[src/rtl/vfs_pkg.sv]
package vfs_pkg;
  localparam int NUM_SETS  = 4;
  localparam int SET_LOOPS = 3;
  localparam int REMAP_W   = NUM_SETS * SET_LOOPS;

  typedef enum logic [2:0] {
    SEL_NONE = 3'd0,
    SEL_LS0  = 3'd1,
    SEL_LS1  = 3'd2,
    SEL_LS2  = 3'd3,
    SEL_LS3  = 3'd4,
    SEL_SRC  = 3'd5,
    SEL_DST  = 3'd6,
    SEL_RSV  = 3'd7
  } sel_e;
endpackage

[src/rtl/vfs_next_find.sv]
module vfs_next_find #(
  parameter int MAX_VL = 64,
  parameter int IDX_W  = $clog2(MAX_VL),
  parameter int VL_W   = $clog2(MAX_VL + 1)
) (
  input  logic [IDX_W-1:0]  cur_i,
  input  logic [MAX_VL-1:0] mask_i,
  input  logic [VL_W-1:0]   vl_i,
  output logic [IDX_W-1:0]  nxt_o,
  output logic              found_o
);
  // descending scan leaves the lowest qualifying index
  always_comb begin
    nxt_o   = '0;
    found_o = 1'b0;
    for (int i = MAX_VL - 1; i >= 0; i--) begin
      if (mask_i[i] && (i > int'(cur_i)) && (i < int'(vl_i))) begin
        nxt_o   = IDX_W'(i);
        found_o = 1'b1;
      end
    end
  end
endmodule

[src/rtl/vfs_flag_sel.sv]
module vfs_flag_sel
  import vfs_pkg::*;
#(
  parameter int IDX_W = 6
) (
  input  logic [2:0]         sel_i,
  input  logic               rc_i,
  input  logic               rt_nz_i,
  input  logic               end_i,
  input  logic [REMAP_W-1:0] remap_end_i,
  input  logic [IDX_W-1:0]   src_i,
  input  logic [IDX_W-1:0]   dst_i,
  output logic [3:0]         cr_o,
  output logic [IDX_W-1:0]   ret_o
);
  logic [SET_LOOPS-1:0] loop_bits;

  always_comb begin
    loop_bits = '0;
    ret_o     = '0;
    unique case (sel_e'(sel_i))
      SEL_LS0, SEL_LS1, SEL_LS2, SEL_LS3:
        loop_bits = remap_end_i[(int'(sel_i) - 1) * SET_LOOPS +: SET_LOOPS];
      SEL_SRC: if (rt_nz_i) ret_o = src_i;
      SEL_DST: if (rt_nz_i) ret_o = dst_i;
      default: ;
    endcase
    cr_o = rc_i ? {end_i, loop_bits} : 4'b0;
  end
endmodule

[src/rtl/vfs_step_ctrl.sv]
module vfs_step_ctrl
  import vfs_pkg::*;
#(
  parameter int MAX_VL = 64,
  parameter int IDX_W  = $clog2(MAX_VL),
  parameter int VL_W   = $clog2(MAX_VL + 1)
) (
  input  logic               clk_i,
  input  logic               rst_ni,
  input  logic               step_i,
  input  logic               vf_i,
  input  logic               vs_i,
  input  logic               ms_i,
  input  logic               rc_i,
  input  logic               rt_nz_i,
  input  logic [2:0]         sel_i,
  input  logic [MAX_VL-1:0]  src_mask_i,
  input  logic [MAX_VL-1:0]  dst_mask_i,
  input  logic [VL_W-1:0]    vl_i,
  input  logic [REMAP_W-1:0] remap_end_i,
  output logic [IDX_W-1:0]   src_step_o,
  output logic [IDX_W-1:0]   dst_step_o,
  output logic               end_o,
  output logic               res_valid_o,
  output logic [3:0]         cr_o,
  output logic [IDX_W-1:0]   ret_o
);
  localparam int NUM_PTR = 2;  // 0: source, 1: destination

  logic [IDX_W-1:0]  cur_q  [NUM_PTR];
  logic [MAX_VL-1:0] mask   [NUM_PTR];
  logic [IDX_W-1:0]  nxt    [NUM_PTR];
  logic [IDX_W-1:0]  nxt_ok [NUM_PTR];
  logic [NUM_PTR-1:0] found;

  logic       fire, hit_end;
  logic [3:0] cr_d;
  logic [IDX_W-1:0] ret_d;

  assign fire    = step_i & vf_i & ~vs_i & ~ms_i;
  assign mask[0] = src_mask_i;
  assign mask[1] = dst_mask_i;
  assign hit_end = ~&found;

  for (genvar g = 0; g < NUM_PTR; g++) begin : g_ptr
    vfs_next_find #(.MAX_VL(MAX_VL), .IDX_W(IDX_W), .VL_W(VL_W)) u_find (
      .cur_i  (cur_q[g]),
      .mask_i (mask[g]),
      .vl_i   (vl_i),
      .nxt_o  (nxt[g]),
      .found_o(found[g])
    );
    assign nxt_ok[g] = hit_end ? '0 : nxt[g];

    always_ff @(posedge clk_i or negedge rst_ni) begin
      if (!rst_ni)   cur_q[g] <= '0;
      else if (fire) cur_q[g] <= nxt_ok[g];
    end
  end

  vfs_flag_sel #(.IDX_W(IDX_W)) u_flags (
    .sel_i      (sel_i),
    .rc_i       (rc_i),
    .rt_nz_i    (rt_nz_i),
    .end_i      (hit_end),
    .remap_end_i(remap_end_i),
    .src_i      (nxt_ok[0]),
    .dst_i      (nxt_ok[1]),
    .cr_o       (cr_d),
    .ret_o      (ret_d)
  );

  always_ff @(posedge clk_i or negedge rst_ni) begin
    if (!rst_ni) begin
      end_o       <= 1'b0;
      res_valid_o <= 1'b0;
      cr_o        <= '0;
      ret_o       <= '0;
    end else begin
      res_valid_o <= fire;
      if (fire) begin
        end_o <= hit_end;
        cr_o  <= cr_d;
        ret_o <= ret_d;
      end
    end
  end

  assign src_step_o = cur_q[0];
  assign dst_step_o = cur_q[1];
endmodule

[config.mk]
export PLATFORM = sky130hd
export DESIGN_NAME = vfs_step_ctrl
export DESIGN_NICKNAME = d
export VERILOG_FILES = /design/src/rtl/vfs_pkg.sv /design/src/rtl/vfs_next_find.sv /design/src/rtl/vfs_flag_sel.sv /design/src/rtl/vfs_step_ctrl.sv
export SDC_FILE = /design/constraint.sdc
export NUM_CORES = 1
export LEC_CHECK = 0
export ABC_AREA = 1
export BUFFER_PORTS_ARGS = -buffer_cell sky130_fd_sc_hd__buf_2
export CORE_MARGIN = 2
export CORE_UTILIZATION = 53
export DETAILED_ROUTE_END_ITERATION = 16
export PLACE_DENSITY = 0.83
export SETUP_SLACK_MARGIN = 0.15
export SLEW_MARGIN = 40
export SYNTH_ARGS = -nofsm -noshare
export SYNTH_HDL_FRONTEND = slang
export SYNTH_SLANG_ARGS = --single-unit
[constraint.sdc]
create_clock -name clk_i -period 5.4 [get_ports clk_i]
set_clock_uncertainty 0.15 [all_clocks]
set_input_delay 0.81 -clock clk_i [delete_from_list [all_inputs] [get_ports clk_i]]
set_output_delay 0.81 -clock clk_i [all_outputs]
set_load 0.01 [all_outputs]
==> metrics.txt <==
status completed; Yosys cell types 46; most frequent cells in the layout nand2_1, inv_1, buf_2; clock share of power 11.1%; Primary FF master, synth dfrtp_1; final setup fails 0; r2r startpoint src_step_o[0]; vias per cell 6.017; critical path type in2reg; fraction of layout cells with a size suffix above 1 17.90%; DRT iter0 DRCs 1145; Worst R2R End ret_o[0]; Buf/Inv on CP 2; wire length per cell 17.94 µm; Comb pwr share 69.1%; Yosys reg bits 24; Post-synth ARST share 100.0%; unrepaired setup endpoints after global routing false; Reg power frac 19.8%; reported net switching power 0.8471 mW; Critical Path Sink Type flop; Fmax 212.7 MHz; Worst Path Arrival 4.77 ns; startpoint types input port; CP peak stage delay 0.21 ns; # Max-Cap Violations 0; Final ANT Viol Nets 0; worst-skew pair later-pin latency 0.28 ns; fillers 1047; post-detail-place hpwl 20560 µm; PortBufs 179; Hold WC Path Type in2async; Critical Path Most Common Cell nand2_1; # DRC 0; Sw Ratio 57.50%; Tightest Pin Transition 0.8002 ns; die height 105.8 µm; Die X 105.8 µm; r2r setup slk 0.72 ns; Slowest cell on crit path o21ai_2; Top Ports 182; Max Slew Vio Count 0; vias in the first global route 7630; Mapped Cells 1070; CTS Sinks 24; Core Area 10180 µm²; GPL Wtd Cong 1.034; CTS Buffer Depth 2; first-pass GRT wire length 37650 µm; most common cell after layout, fill and taps aside nand2_1; reg2reg path depth 57; pwr dens 219.5 nW/µm²; Tcrit/Tclk final 87.07%; Crit path required time 5.47 ns; aggregate global-route resource usage 42.81%; root buffer cell clkbuf_8; number of synthesized flops with an enable pin 0; Hold-fix buffers, CTS 0; Via Count 8315; pin count of the biggest net entering global routing 33; post-synth net total 1237; Worst Path Max Fanout 9; initial antenna violation count 0; # diodes 0; Max H-tree Level 1; first drt pass iteration count 7; GRT overflow 0; Num CTS Buffers 3; starting density of the core 53.92%; die area 11190 µm²; CTS tree done; cell internal pwr 0.6261 mW; Ys Warns 0; Worst Setup Slack, final 0.6983 ns; pre-CTS setup slack 0.3135 ns; Nets 1414; largest delay contributor family on the critical path simple AND/OR/NAND/NOR gates; routed wire length 24800 µm; post-layout min period 4.702 ns; clock transition at the registers of the reported paths 0.09 ns; VDD IR-drop max 0.3039 mV; Mean Syn Cell Area 5.132 µm²; Leak 3.772 nW; Mapped Area 5492 µm²; Slew Limit Headroom 46.60%; P&R area growth vs syn 22.24%; # rows 37; sequential fraction of the synthesis area 10.94%; setup tns final 0 ns; final hold vios 0
==> Yosys cell counts (2+ instances only) <==
library cell	count	area, µm²
nor4_1	11	68.82
o311ai_0	9	78.83
nor3_1	25	125.1
o21a_1	5	37.54
inv_1	195	732.0
clkbuf_2	2	10.01
nand3b_1	6	45.04
a21boi_0	2	15.01
nand3_1	89	445.4
fa_1	2	40.04
buf_2	3	15.01
o21ai_0	82	410.4
o211ai_1	7	52.55
nand2_2	5	31.28
clkbuf_1	16	60.06
a211oi_1	4	30.03
nor2_2	2	12.51
nor3b_1	3	22.52
buf_4	4	30.03
o2111ai_1	14	122.6
o21ai_1	7	35.03
nand4_1	31	193.9
a32o_1	3	30.03
dfrtp_1	24	600.6
nor2_1	134	503.0
a31oi_1	14	87.58
a21oi_1	59	295.3
xor2_1	2	17.52
o31ai_1	4	30.03
ha_1	7	87.58
a22o_1	5	43.79
o21bai_1	3	22.52
nand2_1	274	1028
o22ai_1	5	31.28
==> sequential cells by signal, indices dropped and copies added, names as in the netlist <==
| name | flops |
|---|---|
| cr_o | 4 |
| dst_step_o | 6 |
| end_o | 1 |
| res_valid_o | 1 |
| ret_o | 6 |
| src_step_o | 6 |
==> worst max-delay path by stage <==
stage,start,endpoint,slack [ns],cells after the start
floorplan,vl_i[2],ret_o[0],1.08,66
global placement,vl_i[6],ret_o[0],0.35,55
detailed placement,vl_i[6],ret_o[0],0.31,50
CTS,vl_i[6],ret_o[0],0.50,49
global route,vl_i[2],ret_o[0],0.14,66
finish,vl_i[3],ret_o[0],0.70,65
==> layout make-up <==
cell class	count	area [µm²]	area share [%]
multi-input combinational	825	4090	60.93
timing repair buffer	197	1039	15.47
inverter	196	738.2	11.00
sequential	24	604.3	9.003
tap	136	170.2	2.535
clock buffer	3	41.29	0.6151
clock inverter	1	30.03	0.4473
==> kinds of logic (layout without fill, tap and decap cells) <==
kind of cell | Yosys count | in the layout | synth area share [%]
fa+ha+maj | 9 | 9 | 2.324
compound gates | 228 | 228 | 24.90
simple gates | 586 | 586 | 46.02
flops | 24 | 24 | 10.94
xor+xnor | 2 | 2 | 0.3190
buf+inv | 221 | 397 | 15.49
==> per-layer routing <==
layer	up-vias	GRT usage [%]	wire length (µm)	part of all wire (%)
met5	-	0	0	0
met4	0	24.34	1682	6.8
met3	145	6.555	3033	12
met1	3618	53.94	9355	38
li1	3915	-	-	-
met2	637	69.49	10720	43
==> power groups by stage <==
| stage | logic [mW] | clock network, mW | registers [mW] |
|---|---|---|---|
| floorplan | 0.619 | 0 | 0.259 |
| global placement | 0.943 | 0 | 0.285 |
| detailed placement | 0.949 | 0 | 0.284 |
| CTS | 0.968 | 0.161 | 0.281 |
| global route | 1.11 | 0.166 | 0.293 |
| finish | 1.02 | 0.164 | 0.292 |
==> timing repair <==
action,4_1_cts,5_1_grt
resized for setup,0,25
hold endpoints to repair,0,0
setup endpoints to repair,0,3
buffers inserted,0,4
==> per-stage QoR <==
stage | total power, mW | instance area (µm²) | hold WS, ns | utilization [%] | instances
after floorplan | 0.8781 | 5492 | 0.3644 | - | 1070
after global placement | 1.228 | 6548 | 0.3110 | 64.29 | 1374
after detailed placement | 1.233 | 6548 | 0.3231 | 64.29 | 1374
after CTS | 1.410 | 6619 | 0.3529 | 64.99 | 1378
after global routing | 1.574 | 6713 | 0.3738 | 65.91 | 1382
final | 1.473 | 6713 | 0.3408 | 65.91 | 1382
No activity file was read; power rests on OpenSTA's default activity.
